### config.mk
export PLATFORM = sky130hd
export DESIGN_NAME = crc_byte_engine
export DESIGN_NICKNAME = d
export VERILOG_FILES = /design/src/rtl/crc_pkg.sv /design/src/rtl/crc_mode_reg.sv /design/src/rtl/crc_byte_ptr.sv /design/src/rtl/crc_result_core.sv /design/src/rtl/crc_byte_engine.sv
export SDC_FILE = /design/constraint.sdc
export NUM_CORES = 1
export LEC_CHECK = 0
export ABC_AREA = 1
export BUFFER_PORTS_ARGS = -buffer_cell sky130_fd_sc_hd__buf_2
export CORE_MARGIN = 4
export CORE_UTILIZATION = 50
export CTS_BUF_LIST = sky130_fd_sc_hd__clkbuf_8
export CTS_CLUSTER_DIAMETER = 100
export DETAILED_ROUTE_END_ITERATION = 10
export PLACE_DENSITY = 0.67
export SYNTH_ARGS = -nofsm -noshare
export SYNTH_HDL_FRONTEND = slang
export SYNTH_SLANG_ARGS = --single-unit
### constraint.sdc
create_clock -name clk -period 2.3 [get_ports clk]
set_input_delay 0.115 -clock clk [delete_from_list [all_inputs] [get_ports clk]]
set_output_delay 0.115 -clock clk [all_outputs]
set_load 0.1 [all_outputs]
### src/rtl/crc_pkg.sv
package crc_pkg;

  localparam int BYTE_W  = 8;
  localparam int WIDE_W  = 32;
  localparam int NARROW_W = 16;
  localparam int NBYTES  = WIDE_W / BYTE_W;
  localparam int PTR_W   = $clog2(NBYTES);

  typedef enum logic [1:0] {
    REG_CTRL = 2'd0,
    REG_DIN  = 2'd1,
    REG_PTR  = 2'd2,
    REG_DATA = 2'd3
  } reg_addr_e;

  localparam int CTL_NARROW_BIT = 0;
  localparam int CTL_ONES_BIT   = 1;
  localparam int CTL_INIT_BIT   = 2;

  // One byte through the selected generator, most significant bit first.
  function automatic logic [WIDE_W-1:0] crc_byte_step(
      input logic [WIDE_W-1:0]   cur,
      input logic [BYTE_W-1:0]   din,
      input logic                narrow,
      input logic [WIDE_W-1:0]   poly_wide,
      input logic [NARROW_W-1:0] poly_narrow);
    logic [WIDE_W-1:0]   cw;
    logic [NARROW_W-1:0] cn;
    logic                fw;
    logic                fn;
    cw = cur;
    cn = cur[NARROW_W-1:0];
    for (int i = BYTE_W - 1; i >= 0; i--) begin
      fw = cw[WIDE_W-1] ^ din[i];
      fn = cn[NARROW_W-1] ^ din[i];
      cw = {cw[WIDE_W-2:0], 1'b0} ^ (fw ? poly_wide : '0);
      cn = {cn[NARROW_W-2:0], 1'b0} ^ (fn ? poly_narrow : '0);
    end
    return narrow ? {{(WIDE_W-NARROW_W){1'b0}}, cn} : cw;
  endfunction

  function automatic logic [WIDE_W-1:0] preset_value(input logic narrow, input logic ones);
    logic [WIDE_W-1:0] v;
    if (!ones)       v = '0;
    else if (narrow) v = {{(WIDE_W-NARROW_W){1'b0}}, {NARROW_W{1'b1}}};
    else             v = '1;
    return v;
  endfunction

  function automatic logic [PTR_W-1:0] ptr_mask(input logic narrow);
    logic [PTR_W-1:0] m;
    m = narrow ? PTR_W'((NARROW_W / BYTE_W) - 1) : PTR_W'(NBYTES - 1);
    return m;
  endfunction

endpackage

### src/rtl/crc_mode_reg.sv
module crc_mode_reg
  import crc_pkg::*;
(
  input  logic              clk,
  input  logic              rst_n,
  input  logic              ctrl_wr,
  input  logic [BYTE_W-1:0] wdata,
  output logic              narrow,
  output logic              ones,
  output logic              init_evt,
  output logic              init_narrow,
  output logic              init_ones
);

  assign init_evt    = ctrl_wr && wdata[CTL_INIT_BIT];
  assign init_narrow = wdata[CTL_NARROW_BIT];
  assign init_ones   = wdata[CTL_ONES_BIT];

  always_ff @(posedge clk) begin
    if (!rst_n) begin
      narrow <= 1'b0;
      ones   <= 1'b0;
    end else if (ctrl_wr) begin
      narrow <= wdata[CTL_NARROW_BIT];
      ones   <= wdata[CTL_ONES_BIT];
    end
  end


  mode_hold_chk: assert property (@(posedge clk) disable iff (!rst_n)
    !ctrl_wr |=> ($stable(narrow) && $stable(ones)));

endmodule

### src/rtl/crc_byte_ptr.sv
module crc_byte_ptr
  import crc_pkg::*;
(
  input  logic             clk,
  input  logic             rst_n,
  input  logic             narrow,
  input  logic             init_evt,
  input  logic             ptr_wr,
  input  logic [PTR_W-1:0] ptr_wdata,
  input  logic             step_evt,
  output logic [PTR_W-1:0] byte_idx
);

  logic [PTR_W-1:0] ptr_q;
  logic [PTR_W-1:0] mask;

  assign mask     = ptr_mask(narrow);
  assign byte_idx = ptr_q & mask;

  always_ff @(posedge clk) begin
    if (!rst_n)        ptr_q <= '0;
    else if (init_evt) ptr_q <= '0;
    else if (ptr_wr)   ptr_q <= ptr_wdata & mask;
    else if (step_evt) ptr_q <= (byte_idx + PTR_W'(1)) & mask;
  end


  init_ptr_clear_chk: assert property (@(posedge clk) disable iff (!rst_n)
    init_evt |=> (byte_idx == '0));


  ptr_advance_chk: assert property (@(posedge clk) disable iff (!rst_n)
    (step_evt && !init_evt && !ptr_wr && $stable(narrow)) |=>
      (byte_idx == (($past(byte_idx) + PTR_W'(1)) & mask)));


  ptr_narrow_range_chk: assert property (@(posedge clk) disable iff (!rst_n)
    narrow |-> (byte_idx < PTR_W'(NARROW_W / BYTE_W)));

endmodule

### src/rtl/crc_result_core.sv
module crc_result_core
  import crc_pkg::*;
#(
  parameter logic [WIDE_W-1:0]   POLY_WIDE   = 32'h04C11DB7,
  parameter logic [NARROW_W-1:0] POLY_NARROW = 16'h1021
)(
  input  logic              clk,
  input  logic              rst_n,
  input  logic              narrow,
  input  logic              init_evt,
  input  logic              init_narrow,
  input  logic              init_ones,
  input  logic              din_evt,
  input  logic [BYTE_W-1:0] din_byte,
  input  logic              byte_wr,
  input  logic [PTR_W-1:0]  byte_idx,
  input  logic [BYTE_W-1:0] byte_data,
  output logic [WIDE_W-1:0] result
);

  logic [WIDE_W-1:0] next_crc;
  logic [WIDE_W-1:0] patched;

  assign next_crc = crc_byte_step(result, din_byte, narrow, POLY_WIDE, POLY_NARROW);

  always_comb begin
    patched = result;
    patched[{byte_idx, 3'b000} +: BYTE_W] = byte_data;
  end

  always_ff @(posedge clk) begin
    if (!rst_n)        result <= '0;
    else if (init_evt) result <= preset_value(init_narrow, init_ones);
    else if (din_evt)  result <= next_crc;
    else if (byte_wr)  result <= patched;
  end


  init_load_chk: assert property (@(posedge clk) disable iff (!rst_n)
    init_evt |=> ((result == '0) || (result == '1) ||
                  (result == {{(WIDE_W-NARROW_W){1'b0}}, {NARROW_W{1'b1}}})));


  result_hold_chk: assert property (@(posedge clk) disable iff (!rst_n)
    (!init_evt && !din_evt && !byte_wr) |=> $stable(result));


  narrow_upper_zero_chk: assert property (@(posedge clk) disable iff (!rst_n)
    (din_evt && !init_evt && narrow) |=> (result[WIDE_W-1:NARROW_W] == '0));


  byte_write_chk: assert property (@(posedge clk) disable iff (!rst_n)
    (byte_wr && !init_evt && !din_evt) |=>
      (result[{$past(byte_idx), 3'b000} +: BYTE_W] == $past(byte_data)));

endmodule

### src/rtl/crc_byte_engine.sv
module crc_byte_engine
  import crc_pkg::*;
#(
  parameter logic [31:0] POLY_WIDE   = 32'h04C11DB7,
  parameter logic [15:0] POLY_NARROW = 16'h1021
)(
  input  logic       clk,
  input  logic       rst_n,
  input  logic       wr_en,
  input  logic       rd_en,
  input  logic [1:0] addr,
  input  logic [7:0] wdata,
  output logic [7:0] rdata,
  output logic       rd_valid
);

  logic              rd_acc;
  logic              ctrl_wr, din_wr, ptr_wr, dat_wr, dat_rd, step_evt;
  logic              narrow, ones, init_evt, init_narrow, init_ones;
  logic [PTR_W-1:0]  byte_idx;
  logic [WIDE_W-1:0] result;
  logic [BYTE_W-1:0] rd_mux;

  assign rd_acc   = rd_en && !wr_en;
  assign ctrl_wr  = wr_en && (addr == REG_CTRL);
  assign din_wr   = wr_en && (addr == REG_DIN);
  assign ptr_wr   = wr_en && (addr == REG_PTR);
  assign dat_wr   = wr_en && (addr == REG_DATA);
  assign dat_rd   = rd_acc && (addr == REG_DATA);
  assign step_evt = dat_wr || dat_rd;

  crc_mode_reg u_mode (
    .clk(clk), .rst_n(rst_n), .ctrl_wr(ctrl_wr), .wdata(wdata),
    .narrow(narrow), .ones(ones), .init_evt(init_evt),
    .init_narrow(init_narrow), .init_ones(init_ones)
  );

  crc_byte_ptr u_ptr (
    .clk(clk), .rst_n(rst_n), .narrow(narrow), .init_evt(init_evt),
    .ptr_wr(ptr_wr), .ptr_wdata(wdata[PTR_W-1:0]), .step_evt(step_evt),
    .byte_idx(byte_idx)
  );

  crc_result_core #(.POLY_WIDE(POLY_WIDE), .POLY_NARROW(POLY_NARROW)) u_core (
    .clk(clk), .rst_n(rst_n), .narrow(narrow), .init_evt(init_evt),
    .init_narrow(init_narrow), .init_ones(init_ones),
    .din_evt(din_wr), .din_byte(wdata),
    .byte_wr(dat_wr), .byte_idx(byte_idx), .byte_data(wdata),
    .result(result)
  );

  always_comb begin
    rd_mux = '0;
    unique case (addr)
      REG_CTRL: begin
        rd_mux[CTL_NARROW_BIT] = narrow;
        rd_mux[CTL_ONES_BIT]   = ones;
      end
      REG_DIN:  rd_mux = '0;
      REG_PTR:  rd_mux[PTR_W-1:0] = byte_idx;
      REG_DATA: rd_mux = result[{byte_idx, 3'b000} +: BYTE_W];
      default:  rd_mux = '0;
    endcase
  end

  always_ff @(posedge clk) begin
    if (!rst_n) begin
      rdata    <= '0;
      rd_valid <= 1'b0;
    end else begin
      rd_valid <= rd_acc;
      if (rd_acc) rdata <= rd_mux;
    end
  end


  rd_valid_src_chk: assert property (@(posedge clk) disable iff (!rst_n)
    rd_valid |-> $past(rd_en && !wr_en));


  rdata_hold_chk: assert property (@(posedge clk) disable iff (!rst_n)
    !rd_acc |=> $stable(rdata));

endmodule

==> reports/metrics.csv <==
metric,value,unit
worst_slew_pin_slew,0.625,ns
ys_types,40,
rows,32,
hold_path_class,in2reg,
layout_commonest_cell,nand2_1,
status,completed,
hpwl,12.3,mm
final_cell_mix,"176 x nand2_1, 75 x inv_1, 69 x o21ai_0",
critPathTopFamily,compound AO/OA/AOI/OAI gates,
clk_root_buffer_cell,clkbuf_8,
via_count,4643,
fmax,497,MHz
nets,705,
netlist_area,4080,sq um
setup_slack,0.286,ns
cts_resized,0,
path_cells,inv_1 > nand2_1 > inv_1 > ha_1 > o21ai_1 > inv_1 > nand2_2 > a21oi_1 > a211oi_1,
wl,15.8,mm
crit_buf_inv,3,
die_area,9670,sq um
yosysWarnings,0,
io_buffers,22,
fin_skew,0.00886,ns
numCtsBuffers,5,
drv_cap,0,
syn_nets,681,
timing.hold.ws,0.130,ns
grt_pass1_wl,24.5,mm
grt_overflow,0,
leakagePower,2.12,nW
reg2regPathDepth,9,
grt_usage,32.7,%
holdPathStages,4,
ys_ff_latch,45,
die_y,98.4,um
postCtsHoldBufs,0,
crit_type,reg2reg,
start_kind,register,
crit_top_cell,inv_1,
cp.required,2.52,ns
viasPerCell,5.88,
synth_edf_count,0,
ir_worst_vdd,0.270,mV
setup_violations,0,
cp-end-kind,register,
place_inst,781,
start_util,52.0,%
synth_top_area_share,22.1,%
die_w,98.4,um
drv_slew,0,
drtIter0Drc,493,
cts_buffer_depth,2,
pwr_density_cell,553,nW/um^2
min_period_over_period,87.6,%
core,7850,sq um
synth.largest_area_cell,dfxtp_1,
cts_setup_buffers,0,
path_max_fanout,8,
clkSinkCount,45,
relSlewSlack,58.3,%
synth_ff_type,dfxtp_1,
num-fill-cells,821,
synth_async_sr_flop_share,0,%
syn_to_final_growth,8.61,%
cts_tree,yes,
ioPinCount,23,
netlist_instances,662,
gp_congestion,1.04,
drc_errors,0,
hold_viol,0,
synth_area_leaders,"dfxtp_1 22%, nand2_1 16%, o21ai_0 8.5%",
antenna_left,0,
ys_seq_area_share,22.1,%
cp_slowest_cell,dfxtp_1,
worstPathArrival,2.24,ns
cp_num_cells,9,
final_cells,789,
path_clk_slew,0.10,ns
period_minus_slack,2.01,ns
antenna_cells,0,
layout-drive-gt1-share,14.1,%
rsz0062_at_grt,no,
grt_max_degree,30,
place_ws,0.340,ns
grt_pass1_vias,4310,
totalNegativeSetupSlack,0,ns
postLayoutCoreUtil,56.5,%
cp_slowest_stage_delay,0.34,ns
routedWlPerCell,20.1,um
htreeDepth,2,
synth_area_per_cell,6.17,sq um
first_pass_iters,8,
antenna_found_initial,0,
clk_latency,0.32,ns
[cell families after synthesis]
kind of cell	count (synthesis)	synth area share, %
flops	45	22.1
compound gates	165	21.8
xor+xnor	53	13.1
fa+ha+maj	5	1.53
simple gates	283	30.5
buf+inv	111	11.0
[final cells by class]
class	instances	area, sq um	area share, %
timing repair buffer	40	245	5.53
multi-input combinational	506	2730	61.7
sequential	45	901	20.3
inverter	88	333	7.51
clock inverter	3	25.0	0.564
tap	102	128	2.88
clock buffer	5	68.8	1.55
[stage by stage]
stage	area, sq um	total power [mW]
after floorplan	4080	1.59
after global placement	4340	1.87
after detailed placement	4340	1.87
after global routing	4430	2.59
after CTS	4430	2.43
final	4430	2.45
[sequential cells by signal (all words and copies together) (netlist names)]
register and flops:
rd_valid 1, rdata 8, u_core.result 32, u_mode.narrow 1
u_mode.ones 1, u_ptr.ptr_q 2
[path summary, 6_finish.rpt]
path,start,to,slack (ns)
max reg2reg,u_mode.narrow,u_core.result[31],0.29
min reg2reg,rdata[7],rdata[7],0.47
max,u_mode.narrow,u_core.result[31],0.29
min,addr[1],u_mode.ones,0.13
[layer usage]
metal / up-vias / global-route usage [%] / wire length [um]
met4: 0 / 10.6 / 584
li1: 2185 / - / -
met1: 2107 / 46.3 / 6440
met5: - / 0 / 0
met2: 302 / 50.6 / 6990
met3: 49 / 5.43 / 1830
[tightest hold or removal path, cell delays in order]
cell,delay [ns]
buf_2,0.10
nor2_2,0.05
nand3_1,0.07
a21oi_1,0.06
[synthesized netlist by cell type (4+ instances only)]
cell and n:
xor2_1 36, nor3_1 4, xnor2_1 12, ha_1 5
nand2_2 15, a31oi_1 10, dfxtp_1 45, nand2_4 5
nand2_1 176, clkbuf_1 10, nor2_1 32, o21ai_1 4
inv_2 12, inv_1 75, buf_2 8, nor2_4 4
o21ai_0 69, o22ai_1 7, nand3_1 42, a21oi_1 62
[power breakdown]
group | switching, mW | internal [mW] | total (mW)
clock | 0.340 | 0.221 | 0.561
sequential | 0.0528 | 0.825 | 0.878
combinational | 0.699 | 0.315 | 1.01
Power figures use the tool's default switching activity.
